==> config.mk <==
export PLATFORM = sky130hd
export DESIGN_NAME = icoal_top
export DESIGN_NICKNAME = d
export VERILOG_FILES = /design/src/rtl/icoal_pkg.sv /design/src/rtl/icoal_tick.sv /design/src/rtl/icoal_chan.sv /design/src/rtl/icoal_top.sv
export SDC_FILE = /design/constraint.sdc
export NUM_CORES = 1
export LEC_CHECK = 0
export BUFFER_PORTS_ARGS = -buffer_cell sky130_fd_sc_hd__clkbuf_2
export CAP_MARGIN = 30
export CORE_ASPECT_RATIO = 0.75
export CORE_MARGIN = 2
export CORE_UTILIZATION = 35
export CTS_CLUSTER_SIZE = 40
export DETAILED_ROUTE_END_ITERATION = 16
export PLACE_DENSITY_LB_ADDON = 0.2
export SLEW_MARGIN = 20
export SYNTH_ARGS = -nofsm -noshare
export SYNTH_HDL_FRONTEND = slang
export SYNTH_SLANG_ARGS = --single-unit
==> constraint.sdc <==
create_clock -name clk -period 6.9 [get_ports clk]
set_input_delay 0.69 -clock clk [delete_from_list [all_inputs] [get_ports clk]]
set_output_delay 0.69 -clock clk [all_outputs]
set_load 0.02 [all_outputs]
==> src/rtl/icoal_pkg.sv <==
package icoal_pkg;

    // Sticky event bits of one channel: bit 0 threshold, bit 1 timeout
    typedef struct packed {
        logic tout;
        logic hit;
    } icoal_sts_t;

    typedef enum logic {
        CH_IDLE = 1'b0,
        CH_WAIT = 1'b1
    } icoal_run_e;

    // Write-1-to-clear with set priority
    function automatic icoal_sts_t sts_next(icoal_sts_t cur, icoal_sts_t set, logic [1:0] clr);
        logic [1:0] v;
        v = (cur & ~clr) | set;
        return icoal_sts_t'(v);
    endfunction

endpackage

==> src/rtl/icoal_tick.sv <==
module icoal_tick #(
    parameter int PRESCALE = 100000
) (
    input  logic clk,
    input  logic rst,
    input  logic sw_rst,
    output logic tick
);
    localparam int PW = (PRESCALE > 1) ? $clog2(PRESCALE) : 1;
    localparam logic [PW-1:0] LAST = PW'(PRESCALE - 1);

    logic [PW-1:0] pcnt;

    assign tick = (pcnt == LAST);

    always_ff @(posedge clk) begin
        if (rst || sw_rst) begin
            pcnt <= '0;
        end else if (tick) begin
            pcnt <= '0;
        end else begin
            pcnt <= pcnt + 1'b1;
        end
    end

endmodule

==> src/rtl/icoal_chan.sv <==
module icoal_chan
    import icoal_pkg::*;
#(
    parameter int CNT_W = 8,
    parameter int WB_W  = 8
) (
    input  logic             clk,
    input  logic             rst,
    input  logic             sw_rst,
    input  logic             tick,
    input  logic             cmp,
    input  logic             cfg_we,
    input  logic [CNT_W-1:0] cfg_thr,
    input  logic [WB_W-1:0]  cfg_wb,
    input  logic             en_we,
    input  logic             en_val,
    input  logic [1:0]       ack,
    output icoal_sts_t       sts,
    output logic             irq
);
    localparam logic [CNT_W-1:0] THR_ONE = CNT_W'(1);
    localparam logic [WB_W-1:0]  WB_ONE  = WB_W'(1);

    logic [CNT_W-1:0] thr_q, cnt_q, eff_thr, cnt_inc;
    logic [WB_W-1:0]  wb_q, tmr_q;
    logic             en_q;
    icoal_run_e       run_q;
    icoal_sts_t       sts_q, set_v;
    logic             hit, wb_end, ack_any;

    always_comb begin
        eff_thr = (thr_q == '0) ? THR_ONE : thr_q;
        cnt_inc = (cnt_q == '1) ? cnt_q : cnt_q + 1'b1;
        hit     = cmp && (cnt_inc >= eff_thr);
        wb_end  = (wb_q != '0) && (run_q == CH_WAIT) && tick && ((tmr_q + 1'b1) >= wb_q);
        ack_any = |ack;
        set_v.hit  = hit && !sw_rst;
        set_v.tout = wb_end && !hit && !sw_rst;
    end

    always_ff @(posedge clk) begin
        if (rst) begin
            thr_q <= THR_ONE;
            wb_q  <= WB_ONE;
            en_q  <= 1'b0;
            cnt_q <= '0;
            tmr_q <= '0;
            run_q <= CH_IDLE;
            sts_q <= '0;
        end else begin
            sts_q <= sts_next(sts_q, set_v, ack);
            if (sw_rst) begin
                thr_q <= THR_ONE;
                wb_q  <= WB_ONE;
                en_q  <= 1'b0;
                cnt_q <= '0;
                tmr_q <= '0;
                run_q <= CH_IDLE;
            end else begin
                if (cfg_we) begin
                    thr_q <= cfg_thr;
                    wb_q  <= cfg_wb;
                end
                if (en_we) begin
                    en_q <= en_val;
                end
                if (hit || wb_end) begin
                    cnt_q <= '0;
                    tmr_q <= '0;
                    run_q <= CH_IDLE;
                end else begin
                    if (cmp) begin
                        cnt_q <= cnt_inc;
                    end
                    if (cmp && run_q == CH_IDLE) begin
                        run_q <= CH_WAIT;
                        tmr_q <= '0;
                    end else if (ack_any) begin
                        tmr_q <= '0;
                    end else if (run_q == CH_WAIT && tick) begin
                        tmr_q <= tmr_q + 1'b1;
                    end
                end
            end
        end
    end

    assign sts = sts_q;
    assign irq = en_q && (sts_q.hit || sts_q.tout);

    AST_HIT_AT_ONE: assert property (@(posedge clk) disable iff (rst)
        (cmp && !sw_rst && thr_q <= THR_ONE) |=> sts_q.hit);
    AST_HIT_STICKY: assert property (@(posedge clk) disable iff (rst)
        (sts_q.hit && !ack[0]) |=> sts_q.hit);
    AST_TOUT_STICKY: assert property (@(posedge clk) disable iff (rst)
        (sts_q.tout && !ack[1]) |=> sts_q.tout);
    AST_TOUT_PENDING: assert property (@(posedge clk) disable iff (rst)
        $rose(sts_q.tout) |-> $past(run_q == CH_WAIT));
    AST_SWRST_DEFAULTS: assert property (@(posedge clk) disable iff (rst)
        sw_rst |=> (thr_q == THR_ONE && wb_q == WB_ONE && !en_q));
    AST_SWRST_KEEPS_STS: assert property (@(posedge clk) disable iff (rst)
        (sw_rst && ack == 2'b00) |=> $stable(sts_q));

endmodule

==> src/rtl/icoal_top.sv <==
module icoal_top
    import icoal_pkg::*;
#(
    parameter int NCH      = 2,
    parameter int CNT_W    = 8,
    parameter int WB_W     = 8,
    parameter int PRESCALE = 100000,
    localparam int CHW     = (NCH > 1) ? $clog2(NCH) : 1
) (
    input  logic               clk,
    input  logic               rst,
    input  logic               sw_rst,
    input  logic [NCH-1:0]     cmp,
    input  logic               wr_en,
    input  logic [CHW-1:0]     wr_ch,
    input  logic [CNT_W-1:0]   wr_thr,
    input  logic [WB_W-1:0]    wr_wb,
    input  logic               en_we,
    input  logic [NCH-1:0]     en_val,
    input  logic [2*NCH-1:0]   ack,
    output logic [NCH-1:0]     irq,
    output logic [2*NCH-1:0]   status
);
    logic tick;

    icoal_tick #(.PRESCALE(PRESCALE)) u_tick (
        .clk    (clk),
        .rst    (rst),
        .sw_rst (sw_rst),
        .tick   (tick)
    );

    for (genvar ch = 0; ch < NCH; ch++) begin : g_ch
        icoal_sts_t sts_c;
        logic       cfg_we_c;

        assign cfg_we_c = wr_en && (wr_ch == CHW'(ch));

        icoal_chan #(.CNT_W(CNT_W), .WB_W(WB_W)) u_chan (
            .clk    (clk),
            .rst    (rst),
            .sw_rst (sw_rst),
            .tick   (tick),
            .cmp    (cmp[ch]),
            .cfg_we (cfg_we_c),
            .cfg_thr(wr_thr),
            .cfg_wb (wr_wb),
            .en_we  (en_we),
            .en_val (en_val[ch]),
            .ack    (ack[2*ch +: 2]),
            .sts    (sts_c),
            .irq    (irq[ch])
        );

        assign status[2*ch +: 2] = sts_c;

        AST_CH_ISOLATED: assert property (@(posedge clk) disable iff (rst)
            (!cmp[ch] && !tick && ack[2*ch +: 2] == 2'b00) |=> status[2*ch +: 2] == $past(status[2*ch +: 2]));
    end

endmodule

==> results of run 1 <==
-- stage by stage --
step | power (mW) | hold slack [ns]
detailed placement | 0.607 | 0.439
finish | 1.16 | 0.456
global route | 1.21 | 0.480
global placement | 0.606 | 0.429
floorplan | 0.583 | 0.418
CTS | 1.17 | 0.453
-- cell families (layout without fill, tap and decap cells) --
family | after synthesis | in the layout | share of synthesized area
compound gates | 78 | 78 | 0.104
xor+xnor | 52 | 52 | 0.0915
fa+ha+maj | 37 | 37 | 0.0931
buf+inv | 57 | 82 | 0.0506
flops | 89 | 89 | 0.358
mux | 15 | 15 | 0.0312
simple gates | 258 | 258 | 0.272
-- synth_stat cells (3+ instances only) --
cell type | count | area [sq um]
sky130_fd_sc_hd__and2_1 | 4 | 25.0
sky130_fd_sc_hd__buf_2 | 3 | 15.0
sky130_fd_sc_hd__nor4b_1 | 14 | 123
sky130_fd_sc_hd__inv_1 | 30 | 113
sky130_fd_sc_hd__buf_6 | 3 | 33.8
sky130_fd_sc_hd__nand2b_1 | 4 | 25.0
sky130_fd_sc_hd__xor2_1 | 34 | 298
sky130_fd_sc_hd__dfxtp_1 | 89 | 1780
sky130_fd_sc_hd__mux2_2 | 4 | 45.0
sky130_fd_sc_hd__xnor2_1 | 18 | 158
sky130_fd_sc_hd__clkbuf_1 | 18 | 67.6
sky130_fd_sc_hd__ha_1 | 37 | 463
sky130_fd_sc_hd__buf_4 | 3 | 22.5
sky130_fd_sc_hd__nand4_1 | 9 | 56.3
sky130_fd_sc_hd__nand2_1 | 93 | 349
sky130_fd_sc_hd__nor2_1 | 34 | 128
sky130_fd_sc_hd__and3_1 | 14 | 87.6
sky130_fd_sc_hd__and4_1 | 7 | 61.3
sky130_fd_sc_hd__mux2i_1 | 11 | 110
sky130_fd_sc_hd__nand3_1 | 32 | 160
sky130_fd_sc_hd__a21oi_1 | 37 | 185
sky130_fd_sc_hd__o21a_1 | 5 | 37.5
sky130_fd_sc_hd__a211o_1 | 4 | 35.0
sky130_fd_sc_hd__o21ai_0 | 11 | 55.1
sky130_fd_sc_hd__nor3_1 | 25 | 125
sky130_fd_sc_hd__or2_2 | 3 | 18.8
-- cell usage in the layout, fill, tap and decap left out, drive strengths merged, types with 14 or more instances in the layout --
master	instances
nand2	95
dfxtp	89
clkbuf	45
a21oi	37
ha	37
nor2	34
xor2	34
nand3	32
inv	30
nor3	25
xnor2	18
nor4b	17
and3	14
-- sequential cells by signal, summed over array words and instances, names as in the netlist --
register	flops
g_ch.u_chan.tmr_q	16
g_ch.u_chan.sts	4
g_ch.u_chan.cnt_q	16
u_tick.pcnt	17
g_ch.u_chan.en_q	2
g_ch.u_chan.run_q	2
g_ch.u_chan.wb_q	16
g_ch.u_chan.thr_q	16
-- how the worst min path moves through the flow --
stage / start / to / slack (ns) / depth (start not counted)
floorplan: u_tick.pcnt[0] / u_tick.pcnt[0] / 0.42 / 1
global placement: u_tick.pcnt[0] / u_tick.pcnt[0] / 0.43 / 1
detailed placement: u_tick.pcnt[0] / u_tick.pcnt[0] / 0.44 / 1
CTS: u_tick.pcnt[0] / u_tick.pcnt[0] / 0.45 / 1
global route: u_tick.pcnt[0] / u_tick.pcnt[0] / 0.48 / 1
finish: u_tick.pcnt[0] / u_tick.pcnt[0] / 0.46 / 1
-- routing by layer --
layer,share of wire,routed length [um]
met2,0.45,4900
met3,0.033,359
met1,0.51,5530
met4,0.011,125
met5,0,0
-- worst reg2reg max path, cell delays in order (launching register included) --
cell	delay, ns
sky130_fd_sc_hd__dfxtp_1	0.39
sky130_fd_sc_hd__ha_1	0.28
sky130_fd_sc_hd__and4_1	0.28
sky130_fd_sc_hd__nand4_1	0.40
sky130_fd_sc_hd__nand3_1	0.22
sky130_fd_sc_hd__o21a_1	0.14
sky130_fd_sc_hd__ha_1	0.22
sky130_fd_sc_hd__and3_1	0.18
sky130_fd_sc_hd__a221o_1	0.35
sky130_fd_sc_hd__a22oi_1	0.21
sky130_fd_sc_hd__nand2_2	0.28
sky130_fd_sc_hd__nor4b_1	0.36
-- area by class of cell --
class	instances	area (sq um)	share of cell area
tap	175	219	0.0392
multi-input combinational	440	2940	0.526
sequential	89	1780	0.319
clock inverter	5	104	0.0186
timing repair buffer	37	190	0.0340
clock buffer	10	239	0.0428
inverter	30	113	0.0202
-- report_power, final --
| part | switching (mW) | internal, mW |
|---|---|---|
| clock | 0.200 | 0.362 |
| sequential | 0.00637 | 0.521 |
| combinational | 0.0428 | 0.0254 |
| total | 0.249 | 0.908 |
==> parameters.txt, run 1 <==
Parameter                              Value

Outcome
  Outcome    complete, no violations

Synthesis
  Post-synth cell types    48
  Net Count, Synth    around 650
  Post-synthesis register bit count    just under 90
  Mean instance size in the synthesized netlist    8.49 sq um
  Number of synthesis warnings    0
  Ys flop type    sky130_fd_sc_hd__dfxtp_1
  Number of enable-type register cells in the synthesized netlist    0
  Post-Synthesis Cell Area    roughly 5000 sq um
  Share of async-settable or async-resettable flops after synthesis    0
  Synth Instances    between 500 and 600
  Part of the Yosys area used for sequential elements    0.358

Global routing
  Global-route usage over all layers    0.154
  Met2 track utilization from global routing    0.251
  Wire length of the first global-routing pass    between 15000 and 20000 um
  Number of global-route vias before repair    around 4.0k
  Initial antenna violation count    0
  Largest net degree at the start of global routing    34
  Grt peak-use layer    met2
  GR Layer Usage met1    0.202
  GR Layer Usage met3    0.0391
  Remaining Overflow, GRT    0

CTS
  Clock latency of the later-clocked register in the worst-skew pair    around 0.34 ns
  Hold-fix buffers, CTS    0
  Clock transition time at the flip-flop clock pins of the worst setup and hold paths    0.06 ns
  CTS max path bufs    2
  Cells resized by post-CTS repair    0
  # H-tree levels    3
  Number of buffers created by CTS    9
  Clock tree root driver cell    sky130_fd_sc_hd__clkbuf_16
  # clock sinks    between 80 and 90
  # Post-CTS Setup Buffers    0
  Clock tree from TritonCTS    yes

Pwr
  Power density relative to cell area    207 nW/um^2
  Maximum ir drop on the vdd rail    113 uV
  Pleak    around 2.1 nW

Floorplanning
  Core region area    between 10000 and 15000 sq um
  Width of the die    142 um
  Die area    15200 sq um
  Floorplan row count    37
  Die span in y    107 um
  Top-level I/O count    36
  Starting Density    0.361

Worst setup path
  Delay of the slowest cell on the worst path    ~0.4 ns
  Crit path arrival time    3.64 ns
  Endpoint of the worst register-to-register path    g_ch[0].u_chan.tmr_q[2]
  Buffering stage count on the worst path with inverters included    0
  Kind of end point of the critical path    flip-flop
  Critical path start-end classification    reg -> reg
  Critical-path cell list    ha_1, and4_1, nand4_1, nand3_1, o21a_1, ha_1, and3_1, a221o_1, a22oi_1, nand2_2, nor4b_1
  Most frequent CP cell    sky130_fd_sc_hd__ha_1
  Kind of launch point of the worst setup path    flip-flop
  Count of cell instances traversed by the critical path    11
  Reg2Reg Setup Slack    roughly 3.5 ns
  Critical-path cell with the highest stage delay    sky130_fd_sc_hd__nand4_1
  Critical path launch point    g_ch[0].u_chan.cnt_q[0]
  CP max FO    18
  Number of cells on the worst reg-to-reg path    11
  Worst r2r src    g_ch[0].u_chan.cnt_q[0]
  Required time at the worst-slack endpoint    about 7 ns
  CP top delay family    simple AND/OR/NAND/NOR gates
  CP endpoint    g_ch[0].u_chan.tmr_q[2]

Drt
  Routed wire length    ~11000 um
  Total via count in the routed design    4026
  DR DRC count    0
  Average wire length per cell after detail routing    ~14 um
  Final antenna-violating net count    0
  Number of optimization iterations in the first detailed-route pass    4
  Detailed router's first-iteration violation count    between 150 and 200
  Vias/cell    5.12

STA
  Maximum clock frequency    between 200 and 300 MHz
  Slew headroom    0.438
  Worst-Margin Slew    around 0.84 ns
  Final setup violation count    0
  Total count of hold-check failures in the final report    0
  RSZ-0062 raised after global routing    false
  Final period utilization    0.493
  Final critical-path setup slack    3.50 ns
  Final sum of negative setup slack    0 ns
  Clock period minus worst slack    about 3.4 ns
  Worst clock skew on the final layout    ~0.0062 ns
  Max Slew Vio Count    0

Placed design
  Number of placed cells counting well taps    ~770
  IO buf count    35
  Post-detailed-placement cell area    around 5200 sq um
  Dpl hpwl    between 8000 and 9000 um
  GP Congestion    between 0.7 and 0.8
  Post-placement worst setup slack    3.51 ns

Final layout
  Share of cells above drive strength 1    0.115
  Post-route cell area    ~5600 sq um
  Final cell count without fillers    786
  Signed area change from the synthesized netlist to the final layout    12.3%
  Layout Utilization    0.405
  Post-layout net count    ~670
  Final antenna diode count    0
  Number of filler instances in the final layout    1374

Flow run
  Max-cap viol count    0

Worst hold path
  HP Class    reg -> reg
Power figures use the tool's default switching activity.
==> run 2: changes to the inputs <==
clock period = 3.1 ns   (was 6.9 ns; I/O delays follow)
==> run 2 against run 1 <==
Register-to-register slack got worse by 3.3 ns. Clock-buffer cell count rose by 1. Sequential cell count did not move. Sequential share of layout area fell by 0.70 points. Total power rose by 110%. Via count rose by 4.0%. Fmax rose by 15%. Sequential power rose by 120%. Core utilization rose by 1.0 points.
==> parameters.txt, run 2 (synthesis gave the netlist of run 1 again) <==
Parameter                              Value

Outcome
  Outcome    complete, no violations

Worst hold path
  Worst hold stages    3 (+2)
  Min-Delay Startpoint    wr_wb[0]
  HP Class    in -> reg
  Hold-critical path endpoint    g_ch[0].u_chan.wb_q[0]

CTS
  Clock transition time at the flip-flop clock pins of the worst setup and hold paths    0.06 ns (about the same)
  CTS max path bufs    2 (unchanged)
  Clock tree from TritonCTS    yes
  Clock latency of the later-clocked register in the worst-skew pair    0.34 ns (about the same)
  # clock sinks    89 (unchanged)
  Clock tree root driver cell    sky130_fd_sc_hd__clkbuf_16
  Hold-fix buffers, CTS    0 (unchanged)
  # H-tree levels    3 (unchanged)
  Number of buffers created by CTS    9 (unchanged)

Drt
  Detailed router's first-iteration violation count    183 (+12%)
  Routed wire length    11500 um (+5.5%)
  Average wire length per cell after detail routing    14.4 um (+3.4%)
  Total via count in the routed design    4188 (+4.0%)
  Vias/cell    5.22 (+1.9%)
  Number of optimization iterations in the first detailed-route pass    4 (unchanged)
  DR DRC count    0 (unchanged)
  Final antenna-violating net count    0 (unchanged)

Worst setup path
  Kind of end point of the critical path    flip-flop
  Reg2Reg Setup Slack    0.15 ns (-3.35 ns)
  Crit path arrival time    3.20 ns (-0.44 ns)
  CP max FO    10 (-8)
  Number of cells on the worst reg-to-reg path    12 (+1)
  Critical path start-end classification    reg -> reg
  Required time at the worst-slack endpoint    3.35 ns (-3.79 ns)
  Endpoint of the worst register-to-register path    g_ch[0].u_chan.cnt_q[6]
  Worst r2r src    g_ch[0].u_chan.cnt_q[0]
  Kind of launch point of the worst setup path    flip-flop

Pwr
  Pleak    2.18 nW (+2.7%)
  Fraction of power consumed by sequential logic    0.486 (+0.030)
  Switching share of total power    0.230 (+0.0153)
  Switching power total    557 uW (+120%)
  Power density relative to cell area    422 nW/um^2 (+100%)
  Proportion of power drawn by combinational gates    0.071 (+0.012)
  Internal Pwr Total    1.86 mW (+100%)
  Maximum ir drop on the vdd rail    318 uV (+180%)
  Fraction of power consumed by the clock network    0.444 (-0.041)

Global routing
  Number of global-route vias before repair    4148 (+3.6%)
  Wire length of the first global-routing pass    19300 um (+2.1%)
  Met2 track utilization from global routing    0.266 (+0.0146)
  Global-route usage over all layers    0.157 (+0.00284)
  Initial antenna violation count    0 (unchanged)
  Remaining Overflow, GRT    0 (unchanged)
  Grt peak-use layer    met2
  Largest net degree at the start of global routing    34 (unchanged)
  GR Layer Usage met3    0.0356 (-0.00356)
  GR Layer Usage met1    0.205 (+0.00263)

Final layout
  Largest register by flop count    u_tick.pcnt
  Post-layout net count    691 (+2.5%)
  Final antenna diode count    0 (unchanged)
  Final cell count without fillers    802 (+2.0%)
  Max FFs per register    17 (unchanged)
  Most frequent standard cell in the layout excluding fill and tap cells    sky130_fd_sc_hd__nand2_1
  Post-route cell area    5730 sq um (+2.5%)
  Signed area change from the synthesized netlist to the final layout    15.1%
  Commonest cells after routing, fill and taps aside    94 x sky130_fd_sc_hd__nand2_1, 86 x sky130_fd_sc_hd__dfxtp_1, 37 x sky130_fd_sc_hd__a21oi_1
  Share of cells above drive strength 1    0.156 (+0.0417)

STA
  Slew headroom    0.320 (-0.118)
  Final setup violation count    0 (unchanged)
  Max Slew Vio Count    0 (unchanged)
  Final period utilization    0.952 (+0.459)
  Worst hold-check slack    0.208 ns (-0.248 ns)
  Clock period minus worst slack    2.95 ns (-0.451 ns)
  Maximum clock frequency    339 MHz (+15%)
  Worst-Margin Slew    1.02 ns (+0.175 ns)
  Worst clock skew on the final layout    0.0113 ns (+0.00513 ns)
  Total count of hold-check failures in the final report    0 (unchanged)

Placed design
  GP Congestion    0.844 (+9.2%)
  Dpl hpwl    8410 um (+1.9%)
  Number of placed cells counting well taps    782 (+1.4%)
  IO buf count    35 (unchanged)
  Post-detailed-placement cell area    5330 sq um (+1.6%)

Floorplanning
  Top-level I/O count    36 (unchanged)
  Die span in y    107 um (unchanged)
  Die area    15200 sq um (unchanged)
  Width of the die    142 um (unchanged)
  Floorplan row count    37 (unchanged)
  Core region area    13800 sq um (unchanged)
  Starting Density    0.361 (unchanged)

Flow run
  Max-cap viol count    0 (unchanged)
-- run 2: cell count changes in the layout (fill, tap and decap cells not counted), moves of 2 or more --
cell and change:
sky130_fd_sc_hd__buf_4 +12, sky130_fd_sc_hd__nor4b_1 -4, sky130_fd_sc_hd__dfxtp_1 -3, sky130_fd_sc_hd__dfxtp_2 +3, sky130_fd_sc_hd__nor4b_2 +3, sky130_fd_sc_hd__a22oi_1 -2
sky130_fd_sc_hd__a22oi_2 +2, sky130_fd_sc_hd__and4_1 -2, sky130_fd_sc_hd__buf_6 +2, sky130_fd_sc_hd__bufinv_16 -2
-- run 2: repair_timing --
| action | 4_1_cts | 5_1_grt |
|---|---|---|
| buffers inserted | 0 | 3 |
| endpoints found under the setup margin | 7 | 24 |
| cloned | 0 | 3 |
| pin swaps | 0 | 4 |
| resized for setup | 2 | 17 |
-- run 2: through the flow --
step | power [mW] | setup WS [ns] | setup TNS [ns] | utilization
3_3_place_gp | 1.35 | 0.113 | 0 | 0.386
3_5_place_dp | 1.36 | -0.0731 | -0.0945 | 0.386
6_report | 2.42 | 0.149 | 0 | 0.415
4_1_cts | 2.44 | 0.0493 | 0 | 0.408
2_1_floorplan | 1.30 | 0.131 | 0 | -
5_1_grt | 2.53 | -0.0323 | -0.0323 | 0.415
-- run 2: metal layers --
| metal | wire length (um) | part of all wire |
|---|---|---|
| met5 | 0 | 0 |
| met4 | 99 | 0.0086 |
| met3 | 346 | 0.030 |
| met2 | 5110 | 0.44 |
| met1 | 5960 | 0.52 |
-- run 2: worst max path at each step --
stage | start | to | slack, ns | depth (start not counted)
floorplan | g_ch[0].u_chan.cnt_q[0] | g_ch[0].u_chan.cnt_q[0] | 0.13 | 13
global placement | g_ch[1].u_chan.cnt_q[1] | g_ch[1].u_chan.tmr_q[4] | 0.11 | 10
global route | g_ch[0].u_chan.cnt_q[0] | g_ch[0].u_chan.cnt_q[6] | -0.03 | 12
CTS | g_ch[0].u_chan.cnt_q[0] | g_ch[0].u_chan.cnt_q[6] | 0.05 | 12
finish | g_ch[0].u_chan.cnt_q[0] | g_ch[0].u_chan.cnt_q[6] | 0.15 | 12
detailed placement | g_ch[1].u_chan.cnt_q[1] | g_ch[1].u_chan.tmr_q[0] | -0.07 | 10
-- run 2: power groups by stage --
stage	sequential [mW]	clock, mW	combinational [mW]
global route	1.18	1.16	0.192
CTS	1.17	1.11	0.160
global placement	1.20	0	0.154
finish	1.17	1.07	0.171
detailed placement	1.20	0	0.156
floorplan	1.20	0	0.102
-- run 2: critical path, stage by stage (launching register included) --
cell	delay, ns
sky130_fd_sc_hd__dfxtp_2	0.36
sky130_fd_sc_hd__ha_1	0.17
sky130_fd_sc_hd__and4_4	0.25
sky130_fd_sc_hd__nand4_1	0.15
sky130_fd_sc_hd__buf_6	0.19
sky130_fd_sc_hd__mux2_2	0.27
sky130_fd_sc_hd__ha_1	0.29
sky130_fd_sc_hd__o21ai_1	0.12
sky130_fd_sc_hd__o21ai_0	0.11
sky130_fd_sc_hd__a22oi_2	0.31
sky130_fd_sc_hd__nand2_2	0.19
sky130_fd_sc_hd__buf_6	0.24
sky130_fd_sc_hd__nor3_2	0.20
-- run 2: cell type report --
class                           count  area (sq um)
Fill cell                        1381          8070
Multi-Input combinational cell    443          3020
Sequential cell                    89          1790
Timing Repair Buffer               51           303
Clock buffer                       11           243
Tap cell                          175           219
Inverter                           30           113
Clock inverter                      3          42.5
